==> src/rtl/xfer_pkg.sv <==
// Shared types for the transfer/stack unit: decoded operation kinds
// and the bit positions of the status byte.
package xfer_pkg;
    typedef enum logic [3:0] {
        K_TAX, K_TAY, K_TXA, K_TYA, K_TXS,
        K_PHA, K_PHP, K_PLA, K_PLP, K_BAD
    } op_kind_e;

    localparam int P_N = 7;
    localparam int P_V = 6;
    localparam int P_U = 5;
    localparam int P_B = 4;
    localparam int P_D = 3;
    localparam int P_I = 2;
    localparam int P_Z = 1;
    localparam int P_C = 0;
endpackage

==> src/rtl/xfer_decode.sv <==
// Opcode decoder. Purely combinational: maps an opcode byte to an
// operation kind and its total cycle count (strobe cycle included).
// Assumes nothing about timing; unknown bytes map to K_BAD.
module xfer_decode
    import xfer_pkg::*;
#(
    parameter int OP_W  = 8,
    parameter int CNT_W = 3
) (
    input  logic [OP_W-1:0]  opcode,
    output op_kind_e         kind,
    output logic [CNT_W-1:0] total
);
    // Opcode table lookup.
    always_comb begin
        kind  = K_BAD;
        total = CNT_W'(2);
        case (opcode)
            8'hAA: kind = K_TAX;
            8'hA8: kind = K_TAY;
            8'h8A: kind = K_TXA;
            8'h98: kind = K_TYA;
            8'h9A: kind = K_TXS;
            8'h48: begin kind = K_PHA; total = CNT_W'(3); end
            8'h08: begin kind = K_PHP; total = CNT_W'(3); end
            8'h68: begin kind = K_PLA; total = CNT_W'(4); end
            8'h28: begin kind = K_PLP; total = CNT_W'(4); end
            default: kind = K_BAD;
        endcase
    end
endmodule

==> src/rtl/xfer_seq.sv <==
// Instruction sequencer. Accepts a decoded strobe while idle, then counts
// cycles 2..total and flags the last one with done. Rejected opcodes give
// a one-cycle illegal pulse on the following cycle. Strobes while busy are
// dropped. Assumes the decoder's total is at least 2.
module xfer_seq
    import xfer_pkg::*;
#(
    parameter int CNT_W = 3
) (
    input  logic             clk,
    input  logic             rst_n,
    input  logic             op_valid,
    input  op_kind_e         kind_in,
    input  logic [CNT_W-1:0] total_in,
    output logic             busy,
    output op_kind_e         kind_q,
    output logic [CNT_W-1:0] step,
    output logic             done,
    output logic             illegal
);
    logic [CNT_W-1:0] total_q;
    logic             accept;

    // Start condition: idle, strobed and recognised.
    assign accept = op_valid && !busy && (kind_in != K_BAD);
    // Last-cycle flag.
    assign done   = busy && (step == total_q);

    // Cycle counter, captured kind and illegal pulse.
    always_ff @(posedge clk) begin
        if (!rst_n) begin
            busy    <= 1'b0;
            step    <= '0;
            total_q <= '0;
            kind_q  <= K_TAX;
            illegal <= 1'b0;
        end else begin
            illegal <= op_valid && !busy && (kind_in == K_BAD);
            if (accept) begin
                busy    <= 1'b1;
                step    <= CNT_W'(2);
                kind_q  <= kind_in;
                total_q <= total_in;
            end else if (done) begin
                busy <= 1'b0;
            end else if (busy) begin
                step <= step + 1'b1;
            end
        end
    end

    // done lasts one cycle.
    a_r7_done_single: assert property (@(posedge clk) disable iff (!rst_n)
        done |=> !done);
    // an illegal pulse never coincides with a running instruction.
    a_r8_illegal_idle: assert property (@(posedge clk) disable iff (!rst_n)
        illegal |-> (!busy && !done));
    // an instruction in progress keeps its kind until done.
    a_r9_busy_hold: assert property (@(posedge clk) disable iff (!rst_n)
        (busy && !done) |=> (busy && $stable(kind_q)));
endmodule

==> src/rtl/xfer_regs.sv <==
// Register file and stack datapath. Holds A, X, Y, S and P and performs
// the step actions the sequencer selects. Pushes write at cycle 2 and
// decrement S at cycle 3. Pulls increment S at cycle 2, read at cycle 3
// and load at cycle 4. Assumes the memory returns read data one cycle
// after mem_re.
module xfer_regs
    import xfer_pkg::*;
#(
    parameter int              DATA_W     = 8,
    parameter int              CNT_W      = 3,
    parameter logic [DATA_W-1:0] STACK_PAGE = 8'h01,
    parameter logic [DATA_W-1:0] RESET_SP   = 8'hFF,
    parameter logic [DATA_W-1:0] RESET_P    = 8'h34,
    localparam int             ADDR_W     = 2 * DATA_W
) (
    input  logic              clk,
    input  logic              rst_n,
    input  logic              busy,
    input  op_kind_e          kind_q,
    input  logic [CNT_W-1:0]  step,
    input  logic              done,
    input  logic [DATA_W-1:0] mem_rdata,
    output logic [ADDR_W-1:0] mem_addr,
    output logic [DATA_W-1:0] mem_wdata,
    output logic              mem_we,
    output logic              mem_re,
    output logic [DATA_W-1:0] a_q,
    output logic [DATA_W-1:0] x_q,
    output logic [DATA_W-1:0] y_q,
    output logic [DATA_W-1:0] s_q,
    output logic [DATA_W-1:0] p_q
);
    localparam logic [DATA_W-1:0] FIXED_ONES = DATA_W'(8'h30);
    localparam logic [DATA_W-1:0] LOAD_MASK  = DATA_W'(8'hCF);

    logic is_push, is_pull;

    // Status byte with N and Z taken from a moved byte.
    function automatic logic [DATA_W-1:0] with_nz(input logic [DATA_W-1:0] p,
                                                  input logic [DATA_W-1:0] v);
        logic [DATA_W-1:0] r;
        r      = p;
        r[P_N] = v[DATA_W-1];
        r[P_Z] = (v == '0);
        return r;
    endfunction

    // Operation class decode.
    assign is_push = (kind_q == K_PHA) || (kind_q == K_PHP);
    assign is_pull = (kind_q == K_PLA) || (kind_q == K_PLP);

    // Memory port: always points at the stack slot.
    assign mem_addr  = {STACK_PAGE, s_q};
    assign mem_we    = busy && is_push && (step == CNT_W'(2));
    assign mem_re    = busy && is_pull && (step == CNT_W'(3));
    assign mem_wdata = (kind_q == K_PHP) ? (p_q | FIXED_ONES) : a_q;

    // Register updates per operation step.
    always_ff @(posedge clk) begin
        if (!rst_n) begin
            a_q <= '0;
            x_q <= '0;
            y_q <= '0;
            s_q <= RESET_SP;
            p_q <= RESET_P | FIXED_ONES;
        end else if (busy) begin
            case (kind_q)
                K_TAX: if (done) begin x_q <= a_q; p_q <= with_nz(p_q, a_q); end
                K_TAY: if (done) begin y_q <= a_q; p_q <= with_nz(p_q, a_q); end
                K_TXA: if (done) begin a_q <= x_q; p_q <= with_nz(p_q, x_q); end
                K_TYA: if (done) begin a_q <= y_q; p_q <= with_nz(p_q, y_q); end
                K_TXS: if (done) s_q <= x_q;
                K_PHA, K_PHP: if (step == CNT_W'(3)) s_q <= s_q - 1'b1;
                K_PLA: begin
                    if (step == CNT_W'(2)) s_q <= s_q + 1'b1;
                    if (step == CNT_W'(4)) begin
                        a_q <= mem_rdata;
                        p_q <= with_nz(p_q, mem_rdata);
                    end
                end
                K_PLP: begin
                    if (step == CNT_W'(2)) s_q <= s_q + 1'b1;
                    if (step == CNT_W'(4)) p_q <= (mem_rdata & LOAD_MASK) | FIXED_ONES;
                end
                default: ;
            endcase
        end
    end

    // TXS never touches the flags.
    a_r3_txs_flags: assert property (@(posedge clk) disable iff (!rst_n)
        (busy && kind_q == K_TXS) |=> $stable(p_q));
    // after TAX, Z and N describe the new X.
    a_r2_tax_nz: assert property (@(posedge clk) disable iff (!rst_n)
        (done && kind_q == K_TAX) |=> ((p_q[P_Z] == (x_q == '0)) && (p_q[P_N] == x_q[DATA_W-1])));
    // pushes leave A and P alone.
    a_r4_push_keeps: assert property (@(posedge clk) disable iff (!rst_n)
        (busy && is_push) |=> ($stable(p_q) && $stable(a_q)));
    // a pull reads exactly once and never writes at the same time.
    a_r5_single_read: assert property (@(posedge clk) disable iff (!rst_n)
        mem_re |=> !mem_re);
    a_r5_no_rw: assert property (@(posedge clk) disable iff (!rst_n)
        !(mem_re && mem_we));
endmodule

==> src/rtl/xfer_stack_unit.sv <==
// Top of the register transfer and stack unit: decoder, sequencer and
// register datapath. Assumes op_valid is only a strobe; the caller waits
// for done or illegal before issuing the next opcode.
module xfer_stack_unit
    import xfer_pkg::*;
#(
    parameter int                DATA_W     = 8,
    parameter logic [DATA_W-1:0] STACK_PAGE = 8'h01,
    parameter logic [DATA_W-1:0] RESET_SP   = 8'hFF,
    localparam int               ADDR_W     = 2 * DATA_W,
    localparam int               CNT_W      = 3
) (
    input  logic              clk,
    input  logic              rst_n,
    input  logic              op_valid,
    input  logic [7:0]        op_code,
    output logic [ADDR_W-1:0] mem_addr,
    output logic [DATA_W-1:0] mem_wdata,
    output logic              mem_we,
    output logic              mem_re,
    input  logic [DATA_W-1:0] mem_rdata,
    output logic [DATA_W-1:0] a_q,
    output logic [DATA_W-1:0] x_q,
    output logic [DATA_W-1:0] y_q,
    output logic [DATA_W-1:0] s_q,
    output logic [DATA_W-1:0] p_q,
    output logic              done,
    output logic              illegal
);
    op_kind_e         dec_kind, run_kind;
    logic [CNT_W-1:0] dec_total, run_step;
    logic             run_busy;

    xfer_decode #(.OP_W(8), .CNT_W(CNT_W)) u_decode (
        .opcode (op_code),
        .kind   (dec_kind),
        .total  (dec_total)
    );

    xfer_seq #(.CNT_W(CNT_W)) u_seq (
        .clk      (clk),
        .rst_n    (rst_n),
        .op_valid (op_valid),
        .kind_in  (dec_kind),
        .total_in (dec_total),
        .busy     (run_busy),
        .kind_q   (run_kind),
        .step     (run_step),
        .done     (done),
        .illegal  (illegal)
    );

    xfer_regs #(
        .DATA_W     (DATA_W),
        .CNT_W      (CNT_W),
        .STACK_PAGE (STACK_PAGE),
        .RESET_SP   (RESET_SP)
    ) u_regs (
        .clk       (clk),
        .rst_n     (rst_n),
        .busy      (run_busy),
        .kind_q    (run_kind),
        .step      (run_step),
        .done      (done),
        .mem_rdata (mem_rdata),
        .mem_addr  (mem_addr),
        .mem_wdata (mem_wdata),
        .mem_we    (mem_we),
        .mem_re    (mem_re),
        .a_q       (a_q),
        .x_q       (x_q),
        .y_q       (y_q),
        .s_q       (s_q),
        .p_q       (p_q)
    );
endmodule

==> config.mk <==
export PLATFORM = sky130hd
export DESIGN_NAME = xfer_stack_unit
export DESIGN_NICKNAME = d
export VERILOG_FILES = /design/src/rtl/xfer_pkg.sv /design/src/rtl/xfer_decode.sv /design/src/rtl/xfer_seq.sv /design/src/rtl/xfer_regs.sv /design/src/rtl/xfer_stack_unit.sv
export SDC_FILE = /design/constraint.sdc
export NUM_CORES = 1
export LEC_CHECK = 0
export BUFFER_PORTS_ARGS = -buffer_cell sky130_fd_sc_hd__buf_4
export CAP_MARGIN = 0
export CORE_MARGIN = 8
export CORE_UTILIZATION = 57
export CTS_CLUSTER_DIAMETER = 200
export DETAILED_ROUTE_END_ITERATION = 16
export PLACE_DENSITY_LB_ADDON = 0.12
export SLEW_MARGIN = 10
export SYNTH_ARGS = -nofsm -noshare
export SYNTH_HDL_FRONTEND = slang
export SYNTH_SLANG_ARGS = --single-unit
==> constraint.sdc <==
create_clock -name clk -period 7.2 [get_ports clk]
set_input_delay 0.72 -clock clk [delete_from_list [all_inputs] [get_ports clk]]
set_output_delay 0.72 -clock clk [all_outputs]
set_load 0.01 [all_outputs]
==> flow_summary.ini, run 1 <==
[critical_path]
crit_fanout = 20
start_kind = flip-flop
required_ps = 6480
cp-end-kind = primary output
cp_num_buf_inv = 1
crit_family = flip-flops
crit_type = flip-flop to primary output
cp_slowest_stage_delay_ps = 960
r2r_slack_ps = 4070
slowest_stage = dfxtp_1
cp_data_arrival_time_ps = 2570
path_cells = nand2b_1, nor2_1, mux2_2, buf_4

[cts]
clock_path_buffers = 2
cts.repair.resized = 0
clk_pin_slew_ps = 90
cts_max_level = 2
cts_tree = built
clk_latency_ps = 300
clock-sinks = 51
cts_buffers = 5
cts-root-buf = clkbuf_8
holdBufCountCts = 0
post-cts-setup-buffers = 0

[placement]
hpwl_um = 6150
place_ws_ps = 4110
routabilityCongestion = 0.838
port_buffers = 78

[die]
dieWidth_um = 90.5
die_area_um2 = 8190
start_util_pct = 58.2
row_count = 27
die_y_um = 90.5
io_pins = 87
core_um2 = 5440

[timing]
fmax_mhz = 304
finalSetupViolations = 0
finalHoldViolations = 0
min_period_over_period_pct = 45.8
fin_crit_ps = 3290
fin_skew_ps = 5.52
rsz0062_at_grt = no
fin_ws_ps = 3910
worstMarginPinSlew_ps = 984
maxSlewHeadroom_pct = 33.9
setup_tns_ps = 0
slew_viol_final = 0

[synth]
yosysWarnings = 0
netlist_instances = 363
yosysUniqueCellTypes = 55
syn_area_um2 = 3160
yosysTopAreaCell = dfxtp_1
yosys-top-cells-area = dfxtp_1 32%, mux2i_1 13%, nor2b_1 6.3%
synth-seq-cells = 51
syn-mean-instance-area_um2 = 8.71
ys_seq_area_share_pct = 32.3
ys_async_sr_fraction_pct = 0
synth_top_area_share_pct = 32.3
synth_ff_type = dfxtp_1
synth_edf_count = 0

[finish]
finalNetCount = 451
regArea_um2 = 1020
multi_input_area_um2 = 1930
diodes = 0
fillers = 456
final_core_util_pct = 69.2
final_layout_size_suffix_gt1_share_pct = 23.0
syn2layout_area_growth_pct = 19.0

[route]
dr.pass1.iters = 4
drc_errors = 0
routedWlPerCell_um = 16.7
ant_nets = 0
num_vias = 2798
drt-total-wl_um = 8250
drt_iter0_drc = 279
viasPerCell = 5.68

[grt]
antenna_found_initial = 0
grt_pass1_vias = 2834
grt_pass1_wl_um = 13700
grt.overflow.total = 0
grtUsageTotal_pct = 19.8
grt_max_degree = 51

[worst_hold_path]
holdCritPathClass = flip-flop to flip-flop

[pwr]
leakagePower_nw = 1.71
peakVddDrop_uv = 69.3
pwr_density_cell_nw_per_um2 = 134

[flow_run]
cap_violations = 0

[run_status]
status = finished, final reports clean
## synth_stat cells (2+ instances only)
cell / n
nand4b_1: 2
conb_1: 2
a21oi_1: 11
nor3_1: 5
clkbuf_1: 8
nor3b_1: 2
nand2b_1: 8
o211a_1: 3
nand3b_1: 3
xor2_1: 4
mux2_2: 7
or2_2: 2
buf_2: 7
and3_1: 4
dfxtp_1: 51
o21ai_0: 17
nor2b_1: 32
nor4_1: 5
a21boi_0: 4
ha_1: 10
and4_1: 2
mux2i_1: 42
xnor2_1: 6
a22oi_1: 2
a21o_1: 3
or4_1: 2
o21ai_1: 3
o21a_1: 4
buf_4: 18
nand3_1: 6
nand2_1: 31
nor2_1: 21
o211ai_1: 3
inv_1: 9
nand4_1: 4
## cells by family after synthesis
kind of cell    synth area share (%)
other cells                    0.237
simple gates                    23.4
flops                           32.3
compound gates                  13.2
buf+inv                         7.40
mux                             16.1
fa+ha+maj                       4.59
xor+xnor                        2.77
## worst register-to-register path: cells and delay by family (launching register included)
family / cells / cell delay, ps
AO/OA/AOI/OAI: 6 / 1350
buffers and inverters: 1 / 180
flip-flops: 1 / 960
AND/OR/NAND/NOR: 2 / 300
adder cells (fa/ha/maj): 1 / 310
## metrics by stage
step | instances | hold WS [ps] | area, µm² | total power [mW]
after detailed placement | 486 | 469 | 3660 | 0.320
final | 493 | 483 | 3760 | 0.506
after global placement | 486 | 462 | 3660 | 0.319
after CTS | 493 | 482 | 3760 | 0.509
after floorplan | 369 | 448 | 3190 | 0.308
after global routing | 493 | 516 | 3760 | 0.527
## cells in the final DEF (no fill, tap or decap), drive strengths merged, types with 3 or more instances in the layout
master   n
dfxtp   51
nor2b   32
a21o     3
nand4    4
a21boi   5
nor3     5
a21oi   11
nor2    21
mux2     8
nand3b   3
xnor2    6
nand2   31
o211ai   3
nand3    6
xor2     4
nand2b   8
mux2i   42
o21ai   20
o211a    3
and3     4
buf     78
inv      9
o21a     4
conb     8
clkbuf   6
ha      10
nor4     6
## layer usage
layer	vias to the layer above	routed length, µm	track usage (%)
met5	-	0	0
met4	0	158	6.66
met3	14	647	6.57
met2	111	3810	32.8
met1	1301	3630	23.4
li1	1372	-	-
## state kept, by name (all words and copies together) (netlist names)
| name | cells |
|---|---|
| u_regs.a_q | 8 |
| u_seq.busy | 1 |
| u_regs.x_q | 8 |
| u_regs.p_q | 7 |
| u_regs.y_q | 8 |
| u_regs.s_q | 8 |
| u_seq.illegal | 1 |
| u_seq.step | 3 |
| u_seq.total_q | 3 |
| u_seq.kind_q | 4 |
## final cells by class
cell class	count	share of cell area, %
Clock buffer	6	1.93
Clock inverter	1	0.798
Inverter	9	0.898
Timing Repair Buffer	78	15.6
Multi-Input combinational cell	276	51.3
Tap cell	72	2.39
Sequential cell	51	27.1
## power breakdown
part           leakage (nW)  switching, mW  internal, mW
combinational          1.25         0.0159        0.0141
clock                0.0513         0.0905         0.102
sequential            0.411       0.000748         0.283
total                  1.71          0.107         0.399
## path summary, 6_finish.rpt
check                   start  cells after the start                to
min          u_seq.total_q[2]                      2  u_seq.total_q[2]
min reg2reg  u_seq.total_q[2]                      2  u_seq.total_q[2]
max reg2reg   u_seq.kind_q[2]                     10     u_regs.s_q[6]
max           u_seq.kind_q[2]                      4      mem_wdata[2]
Note: power is estimated with default switching activity, not from simulation.
==> inputs of run 2 (changes only) <==
--- a/config.mk
+++ b/config.mk
@@ -5,10 +5,11 @@
 export SDC_FILE = /design/constraint.sdc
 export NUM_CORES = 1
 export LEC_CHECK = 0
+export ABC_AREA = 1
 export BUFFER_PORTS_ARGS = -buffer_cell sky130_fd_sc_hd__buf_4
 export CAP_MARGIN = 0
 export CORE_MARGIN = 8
-export CORE_UTILIZATION = 57
+export CORE_UTILIZATION = 54
 export CTS_CLUSTER_DIAMETER = 200
 export DETAILED_ROUTE_END_ITERATION = 16
 export PLACE_DENSITY_LB_ADDON = 0.12
==> constraint.sdc (replaced) <==
create_clock -name clk -period 3.3 [get_ports clk]
set_input_delay 0.33 -clock clk [delete_from_list [all_inputs] [get_ports clk]]
set_output_delay 0.33 -clock clk [all_outputs]
set_load 0.01 [all_outputs]
==> run 2 against run 1 <==
Net effect:
- non-clock buffer count stayed put
- critical path depth is 9 higher
- die area increased by 9.9%
- sequential share of layout area shrank 1.4 points
- worst hold slack worse by 230 ps
- global-route usage rose by 1.6 points
- final cell count up 37%
- register-to-register slack worse by 3000 ps
- flip-flop and latch count did not move
- core utilization decreased by 2.5 points
- sequential power rose by 120%
- critical endpoint is now u_regs.s_q[4]
- largest power group unchanged
- highest routed layer unchanged
==> flow_summary.ini, run 2 <==
[synth]
synth-seq-cells = 51
synth_ff_type = dfxtp_1
yosys-top-cells-count = 146 x nand2_1, 71 x nor2_1, 66 x inv_1
syn_area_um2 = 3360
netlist_instances = 537
yosys-top-cells-area = dfxtp_1 30%, nand2_1 16%, nor2_1 7.9%
synth_edf_count = 0
synth_top_area_share_pct = 30.4
yosysTopAreaCell = dfxtp_1
ys_async_sr_fraction_pct = 0
ys_seq_area_share_pct = 30.4
yosysMostFrequentCell = nand2_1
syn-mean-instance-area_um2 = 6.26
yosysWarnings = 0
yosysUniqueCellTypes = 36

[worst_hold_path]
holdCritPathClass = input port to flip-flop

[finish]
syn2layout_area_growth_pct = 18.2
multi_input_area_um2 = 1890
regArea_um2 = 1020
finalNetCount = 630
final_cell_mix = 146 x nand2_1, 78 x buf_4, 71 x nor2_1
fillers = 577
final_layout_size_suffix_gt1_share_pct = 19.8
final_core_util_pct = 66.7
final_common_cell = nand2_1
diodes = 0

[critical_path]
crit_fanout = 10
start_kind = flip-flop
crit_type = flip-flop to flip-flop
cp_common_cell = nand3_1
cp_num_buf_inv = 2
cp_data_arrival_time_ps = 2420
slowest_stage = dfxtp_1
cp_slowest_stage_delay_ps = 470
crit_family = simple AND/OR/NAND/NOR gates
required_ps = 3510
path_cells = inv_2, nor2_2, nand2_4, nand2_4, inv_2, ha_1, nand3_1, nand3_1, or2_2, nand3_1, o21ai_0, nand2_1, nand2_1
cp-end-kind = flip-flop

[die]
core_um2 = 5960
dieWidth_um = 94.9
row_count = 28
io_pins = 87
die_y_um = 94.9
start_util_pct = 56.4
die_area_um2 = 9000

[cts]
holdBufCountCts = 0
cts_max_level = 2
clk_pin_slew_ps = 100
clk_latency_ps = 320
clock_path_buffers = 2
clock-sinks = 51
post-cts-setup-buffers = 0
cts.repair.resized = 0
cts-root-buf = clkbuf_8
cts_buffers = 5
cts_tree = built

[grt]
grtUsageTotal_pct = 21.4
grt_pass1_vias = 3403
grt_max_degree = 44
grt.overflow.total = 0
antenna_found_initial = 0
grt_pass1_wl_um = 15800

[timing]
setup_tns_ps = 0
fin_skew_ps = 16.6
maxSlewHeadroom_pct = 66.1
min_period_over_period_pct = 66.9
rsz0062_at_grt = no
worstMarginPinSlew_ps = 507
finalSetupViolations = 0
fmax_mhz = 453
finalHoldViolations = 0
fin_crit_ps = 2210
slew_viol_final = 0

[route]
drt-total-wl_um = 9510
viasPerCell = 5.27
wl_met1_um = 4170
highest_layer = met4
drc_errors = 0
met3_length_um = 691
met2_length_um = 4430
ant_nets = 0
num_vias = 3565
routedWlPerCell_um = 14.1
dr.pass1.iters = 5
drt_iter0_drc = 221

[flow_run]
cap_violations = 0

[run_status]
status = finished, final reports clean

[placement]
routabilityCongestion = 0.940
hpwl_um = 7490
port_buffers = 78

[pwr]
pwr_density_cell_nw_per_um2 = 280
peakVddDrop_uv = 175
leakagePower_nw = 1.93
==> run 2: cell types whose count changed after synthesis, moves of 13 or more <==
cell and change:
nand3_1 +27, mux2i_1 -42, a21oi_1 +30, o21ai_0 +13
nor2_1 +50, inv_1 +57, nor2b_1 -32, nand2_1 +115
==> run 2: worst min-delay path: cells and delay by family <==
kind	cells	cell delay [ps]
and+or+nand+nor	2	120
buffers and inverters	1	90
==> run 2: per-stage QoR <==
stage	hold WS [ps]	instances	cell area [µm²]	total power, mW	worst slack, ps
after floorplan	465	543	3380	0.703	1320
after global placement	466	668	3870	0.730	1220
after detailed placement	467	668	3870	0.732	1110
after CTS	255	676	3970	1.11	1100
after global routing	286	676	3970	1.16	949
final	255	676	3970	1.11	1090
==> run 2: final cells by class <==
cell class | instances | area share, %
sequential | 51 | 25.7
multi-input combinational | 390 | 47.6
tap | 75 | 2.36
timing repair buffer | 78 | 14.7
clock inverter | 2 | 0.410
inverter | 74 | 7.06
clock buffer | 6 | 2.08
==> run 2: report_power, final <==
part           internal [mW]  switching, mW
clock network          0.172          0.222
logic                 0.0359         0.0615
registers              0.618        0.00347
==> run 2: cells by family (layout without fill, tap and decap cells) <==
group	Yosys count	after routing	share of synthesized area (%)
AO/OA/AOI/OAI	85	85	13.6
XOR/XNOR	3	3	0.782
adder cells (fa/ha/maj)	11	11	4.32
buffers and inverters	102	160	14.0
flip-flops	51	51	30.4
multiplexers	3	3	1.01
other	2	8	0.224
AND/OR/NAND/NOR	280	280	35.6
==> run 2: final timing paths <==
kind                    from             to  slack, ps  cells past startpoint
max reg2reg  u_seq.kind_q[3]  u_regs.s_q[4]       1090                     13
min             mem_rdata[3]  u_regs.p_q[3]        260                      3
max          u_seq.kind_q[3]  u_regs.s_q[4]       1090                     13
min reg2reg    u_regs.y_q[7]  u_regs.y_q[7]        500                      2
==> run 2: metal layers <==
layer / GRT usage (%) / vias to the layer above
li1: - / 1801
met1: 26.7 / 1621
met2: 35.4 / 124
met3: 5.00 / 19
met4: 7.41 / 0
met5: 0 / -
